--- config.mk ---
export PLATFORM = sky130hd
export DESIGN_NAME = ro_pair_masker
export DESIGN_NICKNAME = d
export VERILOG_FILES = /design/src/rtl/ro_pkg.sv /design/src/rtl/ro_meas_path.sv /design/src/rtl/ro_pair_ctrl.sv /design/src/rtl/ro_pair_masker.sv
export SDC_FILE = /design/constraint.sdc
export NUM_CORES = 1
export LEC_CHECK = 0
export BUFFER_PORTS_ARGS = -buffer_cell sky130_fd_sc_hd__buf_2
export CORE_MARGIN = 2
export CORE_UTILIZATION = 45
export DETAILED_ROUTE_END_ITERATION = 7
export HOLD_SLACK_MARGIN = 0.03
export PLACE_DENSITY_LB_ADDON = 0.1
export SYNTH_ARGS = -nofsm -noshare
export SYNTH_HDL_FRONTEND = slang
export SYNTH_HIERARCHICAL = 1
export SYNTH_SLANG_ARGS = --single-unit
--- constraint.sdc ---
create_clock -name clk -period 6 [get_ports clk]
set_input_delay 0.9 -clock clk [delete_from_list [all_inputs] [get_ports clk]]
set_output_delay 0.9 -clock clk [all_outputs]
set_load 0.05 [all_outputs]
--- src/rtl/ro_pkg.sv ---
package ro_pkg;
  localparam int GROUP_SIZE  = 8;
  localparam int PAIR_W      = $clog2(GROUP_SIZE);
  localparam int OSC_PER_BIT = 2 * GROUP_SIZE;

  typedef struct packed {
    logic clrCnt;
    logic cntEn;
  } dpCtl_t;

  typedef enum logic [1:0] {
    S_IDLE,
    S_CLEAR,
    S_MEAS,
    S_CMP
  } state_t;
endpackage

--- src/rtl/ro_meas_path.sv ---
module ro_meas_path import ro_pkg::*; #(
  parameter int NUM_OSC = 64,
  parameter int CNT_W   = 16,
  parameter int BIT_W   = 2
) (
  input  logic                clk,
  input  logic                rstN,
  input  logic [NUM_OSC-1:0]  oscIn,
  input  dpCtl_t              ctl,
  input  logic [BIT_W-1:0]    bitSel,
  input  logic [PAIR_W-1:0]   pairSel,
  output logic [CNT_W-1:0]    cntA,
  output logic [CNT_W-1:0]    cntB,
  output logic [CNT_W-1:0]    absDiff,
  output logic                aGreater
);
  localparam logic [CNT_W-1:0] CNT_MAX = '1;

  logic [NUM_OSC-1:0] sync1, sync2, sync3, rise;
  logic [CNT_W-1:0]   cnt [2];

  // two-flop synchroniser plus one history flop for edge detection
  always_ff @(posedge clk or negedge rstN) begin
    if (!rstN) begin
      sync1 <= '0;
      sync2 <= '0;
      sync3 <= '0;
    end else begin
      sync1 <= oscIn;
      sync2 <= sync1;
      sync3 <= sync2;
    end
  end

  assign rise = sync2 & ~sync3;

  for (genvar k = 0; k < 2; k++) begin : g_cnt
    logic hit;
    assign hit = rise[{bitSel, pairSel, 1'(k)}];

    always_ff @(posedge clk or negedge rstN) begin
      if (!rstN)
        cnt[k] <= '0;
      else if (ctl.clrCnt)
        cnt[k] <= '0;
      else if (ctl.cntEn && hit && (cnt[k] != CNT_MAX))
        cnt[k] <= cnt[k] + 1'b1;
    end
  end

  assign cntA     = cnt[0];
  assign cntB     = cnt[1];
  assign aGreater = cnt[0] > cnt[1];
  assign absDiff  = aGreater ? (cnt[0] - cnt[1]) : (cnt[1] - cnt[0]);
endmodule

--- src/rtl/ro_pair_ctrl.sv ---
module ro_pair_ctrl import ro_pkg::*; #(
  parameter int CNT_W = 16,
  parameter int WIN_W = 16,
  parameter int BIT_W = 2
) (
  input  logic              clk,
  input  logic              rstN,
  input  logic              start,
  input  logic              regen,
  input  logic [BIT_W-1:0]  bitIdx,
  input  logic [PAIR_W-1:0] helperIn,
  input  logic [WIN_W-1:0]  winLen,
  input  logic [CNT_W-1:0]  absDiff,
  input  logic              aGreater,
  output dpCtl_t            ctl,
  output logic [BIT_W-1:0]  bitSel,
  output logic [PAIR_W-1:0] pairSel,
  output logic              done,
  output logic              respBit,
  output logic [PAIR_W-1:0] maskIdx
);
  state_t             state;
  logic               modeR;
  logic [WIN_W-1:0]   winR, winCnt;
  logic [PAIR_W-1:0]  pairR, bestIdx;
  logic [CNT_W-1:0]   bestDiff;
  logic               bestBit;

  logic              takeNew, lastPair, winEnd, candBit;
  logic [PAIR_W-1:0] candIdx;
  logic [WIN_W:0]    nextCnt;

  assign nextCnt  = {1'b0, winCnt} + (WIN_W+1)'(1);
  assign winEnd   = nextCnt >= {1'b0, winR};
  assign lastPair = modeR || (pairR == PAIR_W'(GROUP_SIZE - 1));
  assign takeNew  = modeR || (pairR == '0) || (absDiff > bestDiff);
  assign candBit  = takeNew ? aGreater : bestBit;
  assign candIdx  = takeNew ? pairR : bestIdx;

  assign ctl.clrCnt = (state == S_CLEAR);
  assign ctl.cntEn  = (state == S_MEAS);
  assign bitSel     = bitR;
  assign pairSel    = pairR;

  logic [BIT_W-1:0] bitR;

  always_ff @(posedge clk or negedge rstN) begin
    if (!rstN) begin
      state    <= S_IDLE;
      modeR    <= 1'b0;
      bitR     <= '0;
      winR     <= '0;
      winCnt   <= '0;
      pairR    <= '0;
      bestIdx  <= '0;
      bestDiff <= '0;
      bestBit  <= 1'b0;
      done     <= 1'b0;
      respBit  <= 1'b0;
      maskIdx  <= '0;
    end else begin
      done <= 1'b0;
      unique case (state)
        S_IDLE: if (start) begin
          modeR <= regen;
          bitR  <= bitIdx;
          winR  <= winLen;
          pairR <= regen ? helperIn : '0;
          state <= S_CLEAR;
        end
        S_CLEAR: begin
          winCnt <= '0;
          state  <= S_MEAS;
        end
        S_MEAS: begin
          winCnt <= nextCnt[WIN_W-1:0];
          if (winEnd) state <= S_CMP;
        end
        S_CMP: begin
          bestDiff <= takeNew ? absDiff : bestDiff;
          bestBit  <= candBit;
          bestIdx  <= candIdx;
          if (lastPair) begin
            done    <= 1'b1;
            respBit <= candBit;
            maskIdx <= candIdx;
            state   <= S_IDLE;
          end else begin
            pairR <= pairR + 1'b1;
            state <= S_CLEAR;
          end
        end
        default: state <= S_IDLE;
      endcase
    end
  end
endmodule

--- src/rtl/ro_pair_masker.sv ---
module ro_pair_masker import ro_pkg::*; #(
  parameter int NUM_OSC = 64,
  parameter int CNT_W   = 16,
  parameter int WIN_W   = 16,
  localparam int BIT_W  = $clog2(NUM_OSC / OSC_PER_BIT)
) (
  input  logic               clk,
  input  logic               rstN,
  input  logic [NUM_OSC-1:0] oscIn,
  input  logic               start,
  input  logic               regen,
  input  logic [BIT_W-1:0]   bitIdx,
  input  logic [PAIR_W-1:0]  helperIn,
  input  logic [WIN_W-1:0]   winLen,
  output logic               done,
  output logic               respBit,
  output logic [PAIR_W-1:0]  maskIdx
);
  dpCtl_t            dpCtl;
  logic [BIT_W-1:0]  bitSel;
  logic [PAIR_W-1:0] pairSel;
  logic [CNT_W-1:0]  cntA, cntB, absDiff;
  logic              aGreater;

  ro_pair_ctrl #(.CNT_W(CNT_W), .WIN_W(WIN_W), .BIT_W(BIT_W)) u_ctrl (
    .clk(clk), .rstN(rstN), .start(start), .regen(regen), .bitIdx(bitIdx),
    .helperIn(helperIn), .winLen(winLen), .absDiff(absDiff), .aGreater(aGreater),
    .ctl(dpCtl), .bitSel(bitSel), .pairSel(pairSel), .done(done),
    .respBit(respBit), .maskIdx(maskIdx)
  );

  ro_meas_path #(.NUM_OSC(NUM_OSC), .CNT_W(CNT_W), .BIT_W(BIT_W)) u_path (
    .clk(clk), .rstN(rstN), .oscIn(oscIn), .ctl(dpCtl), .bitSel(bitSel),
    .pairSel(pairSel), .cntA(cntA), .cntB(cntB), .absDiff(absDiff),
    .aGreater(aGreater)
  );
endmodule

* Word-level counts from Yosys, hierarchy flattened
Cells that the tools add are included.
** Storage, ports and cells
- Input port bits :: 89
- Register bits :: 289
** Cells by class
- Order comparisons :: 5
- Multiplexer cells :: 22
- Bitwise gates (word level) :: 2
- Equality and inequality tests :: 9
- $add $sub $neg :: 6
- Reductions and logical operators :: 18
** Operators with widths (number)
- 2-to-1 mux 16 bit :: 5
- bitwise AND 64 bit :: 1
- NOT 64 bit :: 1
- adder 16 x 1 -> 16 bit (second input constant) :: 2
- > comparator 16 bit :: 2
- inequality test 16 bit (second input constant) :: 2
- case mux 16 bit (2 select lines) :: 1
- subtractor 16 bit :: 2
- adder 16 x 1 -> 17 bit (second input constant) :: 1
- >= comparator 17 x 16 -> 1 bit :: 1
- < comparator 6 x 7 -> 1 bit (second input constant) :: 2
- 2-to-1 mux 3 bit :: 4
- binary-select mux 1 bit (select 5 bit) :: 2
- case mux 2 bit (4 select lines) :: 1
- AND reduction 2 bit :: 4
- nonzero test 2 bit :: 4
- 2-to-1 mux 1 bit :: 6
- inequality test 2 bit (second input constant) :: 3
- case mux 3 bit (2 select lines) :: 1
- == test 2 bit (second input constant) :: 2
- logical AND 1 bit :: 4
- 2-to-1 mux 2 bit :: 2
- adder 3 x 1 -> 3 bit (second input constant) :: 1
- == test 3 bit (second input constant) :: 1
- 5 further kinds :: 7

* Depth between registers and ports, before layout
Gate-level depths: netlist (run 1).
- Word-level depth :: 8
- Gate-level depth with buffers :: 21
- Depth with buffers taken out :: 17

* Modules after synthesis
Netlist (run 1), hierarchy kept.
** Modules (own cells, without submodules)
- ro_meas_path :: area each 9032.4 um2, times used 1, sequential area each 5605.4 um2, cells each 739
- ro_pair_ctrl :: area each 3886.2 um2, times used 1, sequential area each 1626.6 um2, cells each 376

* Worst setup path before layout (run 1)
No wires, ideal clock.
- Path type :: register -> register
- Start point :: reg u_path.cnt, in the netlist u_path/cntA[0]
- End point :: reg u_ctrl.bestDiff[10]
- Setup slack :: 1.274 ns
- Library setup time :: 0.125 ns
- Cell stages (with the launch flop) :: 21
- Data arrival time :: 4.601 ns
- Path buffers :: 4
- Cells stage by stage :: dfrtp_1 inv_1 ha_1 fa_1 nor2b_1 o31a_1 o211ai_1 a21oi_1 buf_2 buf_2 a211oi_1 nor4b_1 ha_1 o21ai_0 nor2_1 or4_4 o32ai_4 nand2b_1 buf_6 buf_12 mux2_4
** Between the ends
- Longest elaborated chain between the ends :: 5
- Elaborated cells between the ends (all ways) :: 7
- Those cells by class :: add/sub (2); order compare (2); mux (1); reduce/logical (2)
** RTL lines
- start, declared :: RTL line ro_meas_path.sv:20 : logic [CNT_W-1:0] cnt [2];
- start signal, assigned by index :: RTL line ro_meas_path.sv:47 : cnt[k] <= cnt[k] + 1'b1;
- > comparator 16 bit :: RTL line ro_meas_path.sv:53 : assign aGreater = cnt[0] > cnt[1];
- net aGreater :: RTL line ro_pair_masker.sv:23 : logic aGreater;
- 2-to-1 mux 16 bit :: RTL line ro_meas_path.sv:54 : assign absDiff = aGreater ? (cnt[0] - cnt[1]) : (cnt[1] - cnt[0]);
- net absDiff[14] :: RTL line ro_pair_masker.sv:22 : logic [CNT_W-1:0] cntA, cntB, absDiff;
- > comparator 16 bit :: RTL line ro_pair_ctrl.sv:36 : assign takeNew = modeR || (pairR == '0) || (absDiff > bestDiff);
- logical OR 1 bit :: RTL line ro_pair_ctrl.sv:36
- AND reduction 2 bit (no source line)
- end signal, assigned :: RTL line ro_pair_ctrl.sv:80 : bestDiff <= takeNew ? absDiff : bestDiff;
- end, declared :: RTL line ro_pair_ctrl.sv:26 : logic [CNT_W-1:0] bestDiff;
The timed path passes the listed nets, and every way through them passes these cells.
A chain may end at the register's enable or synchronous reset.

* Worst setup path in the final report (run 1)
- Start point :: reg u_path.cnt, in the netlist u_path/cntA[13]
- End point :: reg u_ctrl.bestDiff[1]
The elaborated chain is that of the path after synthesis.

==> results of run 1 <==
==> where the power goes <==
group | internal, uW | total (uW) | switching (uW) | leakage, uW
logic | 955 | 2320 | 1360 | 0.00275
clock network | 1200 | 1970 | 775 | 0.000512
registers | 2170 | 2360 | 187 | 0.00351
total | 4320 | 6650 | 2320 | 0.00678
==> placed cells by master (no fill, tap or decap), drive strengths merged, types with 7 or more instances in the layout <==
master and instances:
a211oi 11, a21o 15, a21oi 52, a31oi 8, a32oi 13, and2 9, buf 102, clkbuf 38
dfrtp 289, ha 74, inv 113, mux2 48, mux2i 16, nand2 43, nand2b 12, nand3 30
nand4 27, nor2 78, nor2b 16, nor3 18, nor3b 7, nor4 7, o21ai 49, o31ai 11
xnor2 19, xor2 10
==> layout make-up <==
class                   instances  area (um^2)  area share (%)
inverters                     111          417            2.81
flip-flops and latches        289         7230            48.9
clock buffers                  38          831            5.61
repair buffers                102          556            3.75
multi-input cells             674         5060            34.2
clock inverters                15          230            1.56
well taps                     384          480            3.25
==> logic make-up (layout without fill, tap and decap cells) <==
family          count (synthesis)  after routing  synth area share [%]
compound gates                225            225                  12.1
xor+xnor                       29             29                  1.97
fa+ha+maj                      76             76                  7.48
buf+inv                       152            266                  4.91
flops                         289            289                  56.0
mux                            70             70                  6.67
simple gates                  274            274                  10.9
==> per-stage QoR <==
| stage | utilization (%) | hold WS [ns] | cell area (um^2) | instances |
|---|---|---|---|---|
| floorplan | - | 0.331 | 12900 | 1115 |
| global placement | 48.3 | 0.332 | 13700 | 1560 |
| detailed placement | 48.3 | 0.335 | 13700 | 1560 |
| CTS | 52.0 | 0.348 | 14800 | 1613 |
| global route | 52.0 | 0.350 | 14800 | 1613 |
| finish | 52.0 | 0.345 | 14800 | 1613 |
==> registers in the layout, summed over array words and instances (netlist names) <==
signal / count
u_ctrl/bitSel: 2
u_ctrl/maskIdx: 3
u_path/cntB: 16
u_path/sync1: 64
u_path/cntA: 16
u_ctrl/bestIdx: 3
u_ctrl/bestDiff: 16
u_ctrl/modeR: 1
u_ctrl/done: 1
u_path/sync2: 64
u_ctrl/winCnt: 16
u_ctrl/winR: 16
u_ctrl/state: 2
u_ctrl/bestBit: 1
u_path/sync3: 64
u_ctrl/pairSel: 3
u_ctrl/respBit: 1
==> worst paths after layout <==
path | slack [ns] | startpoint | endpoint
max | 0.64 | u_path/cntA[13] | u_ctrl/bestDiff[1]
max reg2reg | 0.64 | u_path/cntA[13] | u_ctrl/bestDiff[1]
min | 0.34 | u_path/sync1[35] | u_path/sync2[35]
min reg2reg | 0.34 | u_path/sync1[35] | u_path/sync2[35]
min in group asynchronous | 0.41 | rstN | u_path/sync2[16]
max in group asynchronous | 4.29 | rstN | u_ctrl/pairSel[0]
==> metal layers <==
layer / vias up / wire [um] / global-route usage [%]
met5: - / 0 / 0
met4: 0 / 640 / 4.94
met3: 48 / 1100 / 2.61
met2: 201 / 12700 / 30.2
met1: 4123 / 13200 / 27.1
li1: 4098 / - / -
==> worst max-delay path, stage by stage (launching register included) <==
cell and delay (ns):
dfrtp_1 0.40, inv_1 0.10, ha_1 0.41, a21oi_1 0.32
o21bai_1 0.11, a221oi_1 0.48, a21oi_2 0.25, buf_4 0.28
mux2i_1 0.14, a221oi_1 0.33, xnor2_1 0.20, ha_1 0.29
a211oi_2 0.18, nor2_1 0.10, or4_4 0.43, o32ai_4 0.38
nand2b_1 0.16, buf_4 0.28, mux2_2 0.38
==> run_results.csv, run 1 <==
group,metric,value,unit
worst_setup_path,reg2reg_depth,18,
place,dpl_worst_slack,0.622,ns
yosys,async_reset_ff_share,100,%
finish,drive_gt1_share,17.9,%
global_routing,grt_pass1_wl,45.7,mm
yosys,synth_fp_nets,1280,
clock_tree,cts_buffer_depth,3,
yosys,syn_area_per_cell,11.6,um^2
floorplanning,ios,94,
clock_tree,cts_setup_buffers,0,
timing,worstMarginPinSlew,0.932,ns
clock_tree,cts_resized,0,
floorplanning,core-area,28500,um^2
hold_path,hold_path.class,"register to register",
worst_setup_path,arrival,5.80,ns
route,ant_nets,0,
floorplanning,start_util,45.4,%
route,wire_per_inst,17.2,um
worst_setup_path,required,6.44,ns
timing,hold_viol,0,
yosys,synth_edf_count,0,
timing,setup_slack,0.638,ns
timing,fmax,187,MHz
clock_tree,cts_buffers,30,
power,vdd_drop_max,0.000239,V
worst_setup_path,critical_path_class,"register to register",
global_routing,track_usage,18.8,%
yosys,yosys.area.top_type,"dfrtp_1",
timing,max-slew-margin-rel,37.7,%
yosys,ys_ff_latch,289,
place,numPortBuffers,93,
floorplanning,die_h,173,um
clock_tree,clkTransAtPathRegs,0.06,ns
timing,rsz0062_at_grt,"no",
global_routing,overflow,0,
timing,fin_skew,0.0148,ns
clock_tree,htreeDepth,1,
global_routing,grt_pass1_vias,8607,
place,dpl.hpwl,19.2,mm
floorplanning,die-area,30100,um^2
worst_setup_path,crit_fanout,19,
route,first_iter_violations,649,
place,place_congestion,0.880,
power,p_leak,0.00678,uW
route,drc_errors,0,
yosys,ys_types,83,
yosys,synth_common_cells,"dfrtp_1 (289), inv_1 (110), nor2_1 (76), ha_1 (74), a21oi_1 (52)",
power,finalPower,6650,uW
clock_tree,cts_hold_repair.buffers,0,
clock_tree,cts-root-buf,"clkbuf_16",
timing,min_period,5.36,ns
finish,fin_nets,1373,
timing,min_period_over_period,89.4,%
route,via_per_inst,5.25,
timing,final.setup.tns,0,ns
yosys,syn-cell-area,12900,um^2
run,maxCapViolCount,0,
route,vias,8470,
worst_setup_path,critPathLaunchType,"register",
timing,drv_slew,0,
timing,setup_viol_count_final,0,
finish,n_fill_cell,2513,
route,routed_wl,27.7,mm
yosys,yosys_warnings,6,
status,status,"finished, final reports clean",
clock_tree,cts_tree,"yes",
yosys,synth_most_common_cell,"dfrtp_1",
worst_setup_path,endpoint_kind,"register",
yosys,ys.flop_type,"dfrtp_1",
power,power.density,449,nW/um^2
global_routing,grt_max_degree,122,
finish,area_delta_synth_final,14.6,%
clock_tree,clock-sinks,289,
yosys,synth.area.top_cells,"dfrtp_1 (56%), ha_1 (7.2%), inv_1 (3.2%)",
floorplanning,dieWidth,173,um
route,dr.pass1.iters,6,
yosys,ys_seq_area_share,56.0,%
clock_tree,clk_latency,0.56,ns
floorplanning,num_rows,62,
yosys,synth_top_area_share,56.0,%
finish,n_antenna_cell,0,
global_routing,grt_antenna_before_repair,0,
yosys,netlist_instances,1115,
hold_path,whs_path_depth,0,
No activity file was read; power rests on OpenSTA's default activity.
==> run 2: changes to the inputs <==
--- a/config.mk
+++ b/config.mk
@@ -6,8 +6,11 @@
 export NUM_CORES = 1
 export LEC_CHECK = 0
 export BUFFER_PORTS_ARGS = -buffer_cell sky130_fd_sc_hd__buf_2
+export CAP_MARGIN = 10
+export CELL_PAD_IN_SITES_DETAIL_PLACEMENT = 1
+export CELL_PAD_IN_SITES_GLOBAL_PLACEMENT = 2
 export CORE_MARGIN = 2
-export CORE_UTILIZATION = 45
+export CORE_UTILIZATION = 41
 export DETAILED_ROUTE_END_ITERATION = 7
 export HOLD_SLACK_MARGIN = 0.03
 export PLACE_DENSITY_LB_ADDON = 0.1
==> run_results.csv, run 2 (same netlist as run 1, synthesis figures left out) <==
group,metric,value,unit
finish,final_cell_mix,"dfrtp_1 (288), inv_1 (110), buf_2 (92)",
power,pwr-share-seq,34.8,%
timing,rsz0062_at_grt,"no",
power,power.density,457,nW/um^2
clock_tree,clkTransAtPathRegs,0.06,ns
clock_tree,clk_latency,0.57,ns
route,dr.pass1.iters,4,
hold_path,whs_path_depth,0,
worst_setup_path,cp.depth,18,
place,numPortBuffers,93,
worst_setup_path,critPathLaunchType,"register",
floorplanning,ios,94,
floorplanning,core-area,30800,um^2
power,power_frac_clock,30.3,%
floorplanning,dieWidth,182,um
floorplanning,die-area,32900,um^2
finish,area_delta_synth_final,15.2,%
clock_tree,cts_hold_repair.buffers,0,
worst_setup_path,cp_cell_sequence,"inv_1 > ha_1 > a21oi_1 > o21bai_1 > a221oi_1 > a21oi_2 > buf_4 > mux2i_1 > a221oi_1 > xnor2_1 > ha_1 > a211oi_2 > nor2_1 > or4_4 > o32ai_4 > nand2b_1 > buf_4 > mux2_2",
global_routing,overflow,0,
place,dpl.hpwl,22.0,mm
route,ant_nets,0,
power,p_sw,2390,uW
clock_tree,clock-sinks,289,
power,finalPower,6800,uW
run,maxCapViolCount,0,
hold_path,hold_path.class,"register to register",
timing,hold_viol,0,
timing,fmax,182,MHz
worst_setup_path,required,6.46,ns
clock_tree,htreeDepth,1,
worst_setup_path,endpoint_kind,"register",
power,switching_share,35.2,%
clock_tree,cts_buffer_depth,3,
timing,max-slew-margin-rel,39.7,%
finish,fin_nets,1374,
timing,setup_slack,0.500,ns
global_routing,track_usage,19.0,%
finish,mostFrequentLayoutCell,"dfrtp_1",
power,p_leak,0.00681,uW
worst_setup_path,critical_path_class,"register to register",
timing,drv_slew,0,
timing,fin_skew,0.0101,ns
worst_setup_path,crit_slowest_cell,"a221oi_1",
worst_setup_path,path_delay_family,"compound AO/OA/AOI/OAI gates",
power,p_int,4410,uW
worst_setup_path,crit_fanout,17,
clock_tree,cts_setup_buffers,0,
floorplanning,num_rows,64,
floorplanning,die_h,182,um
global_routing,grt_pass1_wl,50.1,mm
route,drc_errors,0,
status,status,"finished, final reports clean",
global_routing,grt_antenna_before_repair,3,
worst_setup_path,arrival,5.96,ns
route,vias,8686,
floorplanning,start_util,41.9,%
worst_setup_path,crit_buf_inv,3,
timing,worstMarginPinSlew,0.904,ns
route,routed_wl,30.6,mm
route,first_iter_violations,328,
worst_setup_path,max_stage_delay,0.51,ns
finish,utilization,48.3,%
clock_tree,cts_tree,"yes",
clock_tree,cts-root-buf,"clkbuf_16",
timing,final.setup.tns,0,ns
place,place_congestion,0.801,
clock_tree,cts_resized,0,
route,wire_per_inst,18.8,um
power,combPwrFrac,34.9,%
worst_setup_path,reg2reg_depth,18,
timing,min_period,5.50,ns
route,via_per_inst,5.33,
power,vdd_drop_max,0.000326,V
place,dpl_worst_slack,0.505,ns
global_routing,grt_pass1_vias,9256,
finish,fin_cells,1630,
timing,min_period_over_period,91.7,%
clock_tree,cts_buffers,31,
timing,setup_viol_count_final,0,
global_routing,grt_max_degree,129,
finish,drive_gt1_share,18.1,%
place,dp.cells,1572,
finish,reg_top3,"u_path/sync1 x64, u_path/sync2 x64, u_path/sync3 x64",
[run 2: changes by cell type in the layout (fill, tap and decap cells not counted), sizes merged]
cell      delta
bufinv       +1
clkbuf       +2
clkinv       +2
clkinvlp     -1
diode        +2
inv          -1
[run 2: through the flow]
step | hold WS (ns) | instance area, um^2
final | 0.345 | 14900
after global routing | 0.354 | 14900
after CTS | 0.348 | 14900
after detailed placement | 0.336 | 13800
after global placement | 0.332 | 13800
after floorplan | 0.331 | 12900
[run 2: cell type report]
type,count,area [um^2]
clock inverter,16,258
multi-input combinational,674,5060
clock buffer,40,860
tap,396,495
inverter,111,417
sequential,289,7230
timing repair buffer,102,556
fill,3276,15900
antenna,2,5.00
[run 2: power groups by stage]
stage	combinational (uW)	sequential [uW]	clock, uW
after floorplan	1780	2360	0
after global placement	2360	2390	0
after detailed placement	2400	2400	0
after global routing	2650	2400	2200
after CTS	2420	2370	2130
final	2370	2370	2060
[run 2: worst paths after layout]
| path | slack, ns | endpoint | from |
|---|---|---|---|
| max | 0.50 | u_ctrl/bestDiff[12] | u_path/cntA[13] |
| min | 0.34 | u_path/sync2[26] | u_path/sync1[26] |
| max reg2reg | 0.50 | u_ctrl/bestDiff[12] | u_path/cntA[13] |
| min reg2reg | 0.34 | u_path/sync2[26] | u_path/sync1[26] |
| max in group asynchronous | 4.40 | u_path/sync1[30] | rstN |
| min in group asynchronous | 0.38 | u_path/sync2[50] | rstN |
[run 2: metal layers]
metal	wire, um	vias to the layer above	part of all wire [%]	GRT usage, %
met5	7	-	0.023	0
met4	800	2	2.6	5.40
met3	924	54	3.0	2.37
met2	14400	134	47	31.0
met1	14500	4398	47	26.8
li1	-	4098	-	-
